[src/rtl/wdt_pkg.sv]
// Package: shared constants for the watchdog block.
// Assumes an 8-bit data bus and a 1-bit register address.
package wdt_pkg;
    localparam int DATA_W = 8;
    localparam int REL_W  = DATA_W - 1;

    localparam logic ADDR_RELOAD = 1'b0;
    localparam logic ADDR_CTRL   = 1'b1;

    localparam int CTRL_ARM   = 0;
    localparam int CTRL_FIRE  = 1;
    localparam int CTRL_START = 2;

    localparam int RELOAD_SLOW_BIT = DATA_W - 1;

    typedef struct packed {
        logic       slow_sel;
        logic [REL_W-1:0] hi_val;
    } reload_t;
endpackage

[src/rtl/wdt_bus_regs.sv]
// Module: bus-facing registers of the watchdog.
// Holds the reload byte, the sticky run flag and the two-step refresh
// qualifier. Assumes single-cycle strobes and never both strobes at once.
module wdt_bus_regs
    import wdt_pkg::*;
(
    input  logic              clk,
    input  logic              rst_n,
    input  logic              bus_wr,
    input  logic              bus_rd,
    input  logic              bus_addr,
    input  logic [DATA_W-1:0] bus_wdata,
    output reload_t           reload_q,
    output logic              running,
    output logic              armed,
    output logic              refresh
);
    logic ctrl_wr;
    logic reload_wr;
    logic arm_wr;

    // Decode the write targets and the qualified refresh.
    always_comb begin
        ctrl_wr   = bus_wr && (bus_addr == ADDR_CTRL);
        reload_wr = bus_wr && (bus_addr == ADDR_RELOAD);
        arm_wr    = ctrl_wr && bus_wdata[CTRL_ARM] && !bus_wdata[CTRL_FIRE];
        refresh   = ctrl_wr && bus_wdata[CTRL_FIRE] && armed;
    end

    // Reload register: writable at any time.
    always_ff @(posedge clk) begin
        if (!rst_n) begin
            reload_q <= '0;
        end else if (reload_wr) begin
            reload_q <= reload_t'(bus_wdata);
        end
    end

    // Run flag: set by the start bit, cleared only by reset.
    always_ff @(posedge clk) begin
        if (!rst_n) begin
            running <= 1'b0;
        end else if (ctrl_wr && bus_wdata[CTRL_START]) begin
            running <= 1'b1;
        end
    end

    // Arm step: set by an arming write, dropped by any other access.
    always_ff @(posedge clk) begin
        if (!rst_n) begin
            armed <= 1'b0;
        end else if (bus_wr || bus_rd) begin
            armed <= arm_wr;
        end
    end
endmodule

[src/rtl/wdt_prescaler.sv]
// Module: clock-enable prescaler for the watchdog counter.
// A divide-by-2 stage always runs while enabled. An optional 2**SLOW_W stage
// follows it and is selected by slow_sel. clr restarts both stages at zero.
module wdt_prescaler #(
    parameter int SLOW_W = 4
) (
    input  logic clk,
    input  logic rst_n,
    input  logic run,
    input  logic clr,
    input  logic slow_sel,
    output logic tick
);
    logic fast_q;
    logic fast_tick;
    logic slow_tick;

    assign fast_tick = run && fast_q;

    // Divide-by-2 stage.
    always_ff @(posedge clk) begin
        if (!rst_n || clr) begin
            fast_q <= 1'b0;
        end else if (run) begin
            fast_q <= !fast_q;
        end
    end

    generate
        if (SLOW_W > 0) begin : g_slow
            logic [SLOW_W-1:0] slow_q;

            // Extra divider stepped by the fast tick.
            always_ff @(posedge clk) begin
                if (!rst_n || clr) begin
                    slow_q <= '0;
                end else if (fast_tick) begin
                    slow_q <= slow_q + 1'b1;
                end
            end

            assign slow_tick = fast_tick && (&slow_q);
        end else begin : g_noslow
            assign slow_tick = fast_tick;
        end
    endgenerate

    // Select the counting rate.
    always_comb begin
        tick = slow_sel ? slow_tick : fast_tick;
    end
endmodule

[src/rtl/wdt_counter.sv]
// Module: up-counter of the watchdog with reload and rollover pulse.
// On a refresh, or on rollover from all ones, the high part takes load_hi and
// the low part clears. A refresh has priority over a coincident rollover.
module wdt_counter #(
    parameter int HI_W  = 7,
    parameter int LOW_W = 8
) (
    input  logic                  clk,
    input  logic                  rst_n,
    input  logic                  tick,
    input  logic                  refresh,
    input  logic [HI_W-1:0]       load_hi,
    output logic [HI_W+LOW_W-1:0] cnt,
    output logic                  wrap_pulse
);
    localparam int CNT_W = HI_W + LOW_W;

    logic [CNT_W-1:0] load_val;
    logic             at_max;

    // Reload value and terminal-count decode.
    always_comb begin
        load_val = {load_hi, {LOW_W{1'b0}}};
        at_max   = &cnt;
    end

    // Count, reload and register the rollover pulse.
    always_ff @(posedge clk) begin
        if (!rst_n) begin
            cnt        <= '0;
            wrap_pulse <= 1'b0;
        end else begin
            wrap_pulse <= 1'b0;
            if (refresh) begin
                cnt <= load_val;
            end else if (tick) begin
                if (at_max) begin
                    cnt        <= load_val;
                    wrap_pulse <= 1'b1;
                end else begin
                    cnt <= cnt + 1'b1;
                end
            end
        end
    end
endmodule

[src/rtl/watchdog_reload.sv]
// Module: top of the watchdog with reload register and two-step refresh.
// Address 0 reads back the reload byte. Address 1 reads {running, cnt high}.
// Assumes the bus strobes last one cycle each and never overlap.
module watchdog_reload
    import wdt_pkg::*;
#(
    parameter int LOW_W  = 8,
    parameter int SLOW_W = 4
) (
    input  logic              clk,
    input  logic              rst_n,
    input  logic              bus_wr,
    input  logic              bus_rd,
    input  logic              bus_addr,
    input  logic [DATA_W-1:0] bus_wdata,
    output logic [DATA_W-1:0] bus_rdata,
    output logic              wdt_rst_req
);
    localparam int CNT_W = REL_W + LOW_W;

    reload_t          reload_q;
    logic             running;
    logic             armed;
    logic             refresh;
    logic             tick;
    logic [CNT_W-1:0] cnt;

    wdt_bus_regs u_regs (
        .clk      (clk),
        .rst_n    (rst_n),
        .bus_wr   (bus_wr),
        .bus_rd   (bus_rd),
        .bus_addr (bus_addr),
        .bus_wdata(bus_wdata),
        .reload_q (reload_q),
        .running  (running),
        .armed    (armed),
        .refresh  (refresh)
    );

    wdt_prescaler #(.SLOW_W(SLOW_W)) u_pre (
        .clk     (clk),
        .rst_n   (rst_n),
        .run     (running),
        .clr     (refresh),
        .slow_sel(reload_q.slow_sel),
        .tick    (tick)
    );

    wdt_counter #(.HI_W(REL_W), .LOW_W(LOW_W)) u_cnt (
        .clk       (clk),
        .rst_n     (rst_n),
        .tick      (tick),
        .refresh   (refresh),
        .load_hi   (reload_q.hi_val),
        .cnt       (cnt),
        .wrap_pulse(wdt_rst_req)
    );

    // Read-data multiplexer.
    always_comb begin
        if (bus_addr == ADDR_RELOAD) begin
            bus_rdata = reload_q;
        end else begin
            bus_rdata = {running, cnt[CNT_W-1:LOW_W]};
        end
    end
endmodule

[config.mk]
export PLATFORM = sky130hd
export DESIGN_NAME = watchdog_reload
export DESIGN_NICKNAME = d
export VERILOG_FILES = /design/src/rtl/wdt_pkg.sv /design/src/rtl/wdt_bus_regs.sv /design/src/rtl/wdt_prescaler.sv /design/src/rtl/wdt_counter.sv /design/src/rtl/watchdog_reload.sv
export SDC_FILE = /design/constraint.sdc
export NUM_CORES = 1
export LEC_CHECK = 0
export ABC_AREA = 1
export BUFFER_PORTS_ARGS = -buffer_cell sky130_fd_sc_hd__buf_2
export CORE_MARGIN = 2
export CORE_UTILIZATION = 55
export DETAILED_ROUTE_END_ITERATION = 16
export GPL_TIMING_DRIVEN = 0
export HOLD_SLACK_MARGIN = 0.08
export MAX_ROUTING_LAYER = met4
export PLACE_DENSITY = 0.73
export SYNTH_ARGS = -nofsm -noshare
export SYNTH_HDL_FRONTEND = slang
export SYNTH_SLANG_ARGS = --single-unit
[constraint.sdc]
create_clock -name clk -period 2.1 [get_ports clk]
set_input_delay 0.63 -clock clk [delete_from_list [all_inputs] [get_ports clk]]
set_output_delay 0.63 -clock clk [all_outputs]
set_load 0.005 [all_outputs]
==> summary.txt <==
WORST SETUP PATH
-----------------------------------------------------------------------------------
Type of origin of the critical path .................................. primary input
Chain of cells forming the critical path ............................. buf_6 -> clkbuf_2 -> nand2_1 -> o21ai_0 -> buf_2
Biggest fanout along the worst timing path ...........................           10
Setup crit end kind ..................................................  output port
CP max-delay cell .................................................... sky130_fd_sc_hd__clkbuf_2
Required @ worst endpoint ............................................      1470 ps
Arrival time worst endpoint ..........................................      1290 ps
Longest individual stage delay on the worst path .....................       230 ps
CP Class .............................................................       in2out

CLOCK NETWORK
-----------------------------------------------------------------------------------
TritonCTS Buffers ....................................................            5
Clock Pin Slew Worst Setup and Hold Paths ............................        90 ps
Number of H-tree branching levels ....................................            2
Total of hold buffers inserted after clock tree synthesis ............            0
Buffers from clock root to sink, at most .............................            2
Clk Tree Root Cell ................................................... sky130_fd_sc_hd__clkbuf_4
Post-CTS repair timing setup buffer count ............................            0
Clock Sink Count .....................................................           31
Post_cts resized .....................................................            0
Clock insertion delay at the later pin of the skew report ............       340 ps
CTS tree .............................................................        built

TIMING
-----------------------------------------------------------------------------------
Number of setup violations in the final report .......................            0
Post-layout minimum cycle time .......................................      1919 ps
Number of endpoints with negative hold slack in the final report .....            0
Post-Route Skew ......................................................     9.090 ps
Maximum frequency from static timing analysis ........................   0.5211 GHz
Final Max Slew Viols .................................................            0
Final Worst Setup Slack ..............................................     181.2 ps
Crit share post-route ................................................       91.37%
Post-Route Setup TNS .................................................         0 ps
Worst-Margin Slew ....................................................     459.1 ps
Hold Slack ...........................................................     491.1 ps
Unrepaired setup endpoints after global routing ......................        false
Max transition margin ................................................       69.36%

FINISH
-----------------------------------------------------------------------------------
Most common cell after layout, fill and taps aside ................... sky130_fd_sc_hd__nand2_1
Final core area utilization ..........................................       65.16%
Count of placed standard cells in the final layout, fillers left out .          315
Fraction of layout cells with a size suffix above 1 ..................       23.62%
ANT cells ............................................................            0
Final nets ...........................................................          285
Most frequent cells in the layout .................................... sky130_fd_sc_hd__nand2_1, sky130_fd_sc_hd__dfxtp_1, sky130_fd_sc_hd__inv_1
Final cell area excluding filler cells ...............................     1989 um2
Signed area change from the synthesized netlist to the final layout ..       12.77%

YOSYS
-----------------------------------------------------------------------------------
Post-synth EDFFs .....................................................            0
Instance count of the mapped netlist .................................          243
Synth warnings .......................................................            0
Portion of the post-synthesis area used by sequential elements .......       35.18%
Average cell area after synthesis ....................................    7.260 um2
Synth Flop Type ...................................................... sky130_fd_sc_hd__dfxtp_1
Count of unique library cells instantiated by Yosys ..................           37
Synth Cell Area ......................................................     1764 um2
Number of flip-flops and latches in the synthesized netlist ..........           31
Share of synthesized registers carrying an async set or reset ........           0%
Number of nets in the synthesized netlist ............................          258

ROUTING
-----------------------------------------------------------------------------------
Via count ............................................................         1649
Number of design rule violations left after detail routing ...........            0
Remaining number of nets flagged by the antenna check after routing ..            0
Starting DRT DRC Count ...............................................          105
Post-DR wirelength/cell ..............................................     12.44 um
Detailed Routing Iterations Pass 1 ...................................            4
Via density per instance .............................................        5.235
Total Wirelength .....................................................     3.918 mm

MIN PATH
-----------------------------------------------------------------------------------
Path category of the worst min-delay check ...........................      reg2reg

GLOBAL ROUTE
-----------------------------------------------------------------------------------
Maximum number of pins on one net before global-route repair .........           11
Antenna violations before repair .....................................            0
Via count of the first global-routing pass ...........................         1440
Overall fraction of global-route tracks in use .......................       24.75%
Remaining Overflow, GRT ..............................................            0
First-pass GRT wire length ...........................................     6.458 mm

POWER
-----------------------------------------------------------------------------------
Static leakage .......................................................    0.7768 nW
Post-layout total power ..............................................     1.096 mW
Peak ir drop on the vdd network ......................................  0.0002783 V
Power per cell area .................................................. 551.1 nW/um2

FLOORPLAN
-----------------------------------------------------------------------------------
Core area ............................................................     3053 um2
Placement Rows .......................................................           20
Die extent in y ......................................................     60.64 um
Initial cell density of the core .....................................       57.79%
Die outline area .....................................................     3677 um2
Io pins ..............................................................           22
Die Width ............................................................     60.64 um

FLOW RUN
-----------------------------------------------------------------------------------
Number of max-capacitance violations reported ........................            0

PLACED DESIGN
-----------------------------------------------------------------------------------
DP Wirelength ........................................................     2.882 mm
Worst-case setup slack after placement ...............................     30.31 ps
Placed Area ..........................................................     1919 um2
Placed Instances .....................................................          307
Final GP Congestion ..................................................       0.8447
Input/output buffers .................................................           20

STATUS
-----------------------------------------------------------------------------------
Run status ...........................................................    completed

[cell usage after synthesis (2+ instances only)]
library cell	count	area, um2
sky130_fd_sc_hd__ha_1	2	25.02
sky130_fd_sc_hd__a21oi_2	2	17.52
sky130_fd_sc_hd__nand3_1	24	120.1
sky130_fd_sc_hd__and3_1	2	12.51
sky130_fd_sc_hd__nor3_2	4	40.04
sky130_fd_sc_hd__o22ai_1	6	37.54
sky130_fd_sc_hd__inv_2	3	11.26
sky130_fd_sc_hd__dfxtp_1	31	620.6
sky130_fd_sc_hd__nor2_4	5	56.30
sky130_fd_sc_hd__inv_1	29	108.9
sky130_fd_sc_hd__a21oi_1	22	110.1
sky130_fd_sc_hd__clkinv_2	2	10.01
sky130_fd_sc_hd__nand3_2	3	30.03
sky130_fd_sc_hd__nor3_1	2	10.01
sky130_fd_sc_hd__nand2_1	37	138.9
sky130_fd_sc_hd__o21ai_0	18	90.09
sky130_fd_sc_hd__nand2_2	5	31.28
sky130_fd_sc_hd__nand4_1	3	18.77
sky130_fd_sc_hd__xor2_1	2	17.52
sky130_fd_sc_hd__nor2_1	22	82.58
sky130_fd_sc_hd__nand2_4	3	33.78
[sequential cells by signal, summed over array words and instances (netlist names)]
register	count
u_pre.g_slow.slow_q	4
u_cnt.cnt	15
u_regs.running	1
u_pre.fast_q	1
u_regs.armed	1
u_cnt.wrap_pulse	1
u_regs.reload_q	8
[worst max-delay path, delay by kind of cell]
kind,cells,cell delay (ps)
buffers and inverters,3,490
AOI/OAI and AO/OA,1,90
and+or+nand+nor,1,70
[final cells by class]
class / count / area [um2]
plain buffers: 3 / 21.27
inverters: 36 / 142.6
flip-flops and latches: 31 / 620.6
repair buffers: 20 / 100.1
multi-input cells: 173 / 980.9
well taps: 44 / 55.05
fillers: 318 / 1064
clock buffers: 8 / 68.82
[cells by family after synthesis]
group	after synthesis	synth area share, %
xor gates and xnor gates	3	1.490
AOI/OAI and AO/OA	50	15.11
adders and majority gates	2	1.418
DFF	31	35.18
buffers and inverters	39	9.219
and+or+nand+nor	118	37.59
[where the power goes]
group          internal, mW  leakage (nW)  total, mW  switching (mW)
combinational        0.0308         0.487     0.0850          0.0542
clock                 0.197        0.0386      0.403           0.206
sequential            0.601         0.252      0.608         0.00734
total                 0.829         0.777       1.10           0.268
[layer usage]
metal	global-route usage (%)	vias to the layer above	share of wire, %
li1	-	861	-
met1	31.81	739	47
met2	37.17	41	46
met3	6.397	8	5.7
met4	9.627	0	1.9
met5	-	-	0
[final timing paths]
check	startpoint	end	cells past startpoint	slack [ps]
max	bus_addr	bus_rdata[3]	5	180
min	u_cnt.cnt[1]$_SDFFE_PP0P_	u_cnt.cnt[1]$_SDFFE_PP0P_	2	490
max reg2reg	u_cnt.cnt[0]$_SDFFE_PP0P_	u_cnt.cnt[6]$_SDFFE_PP0P_	8	570
min reg2reg	u_cnt.cnt[1]$_SDFFE_PP0P_	u_cnt.cnt[1]$_SDFFE_PP0P_	2	490
Note: power is estimated with default switching activity, not from simulation.
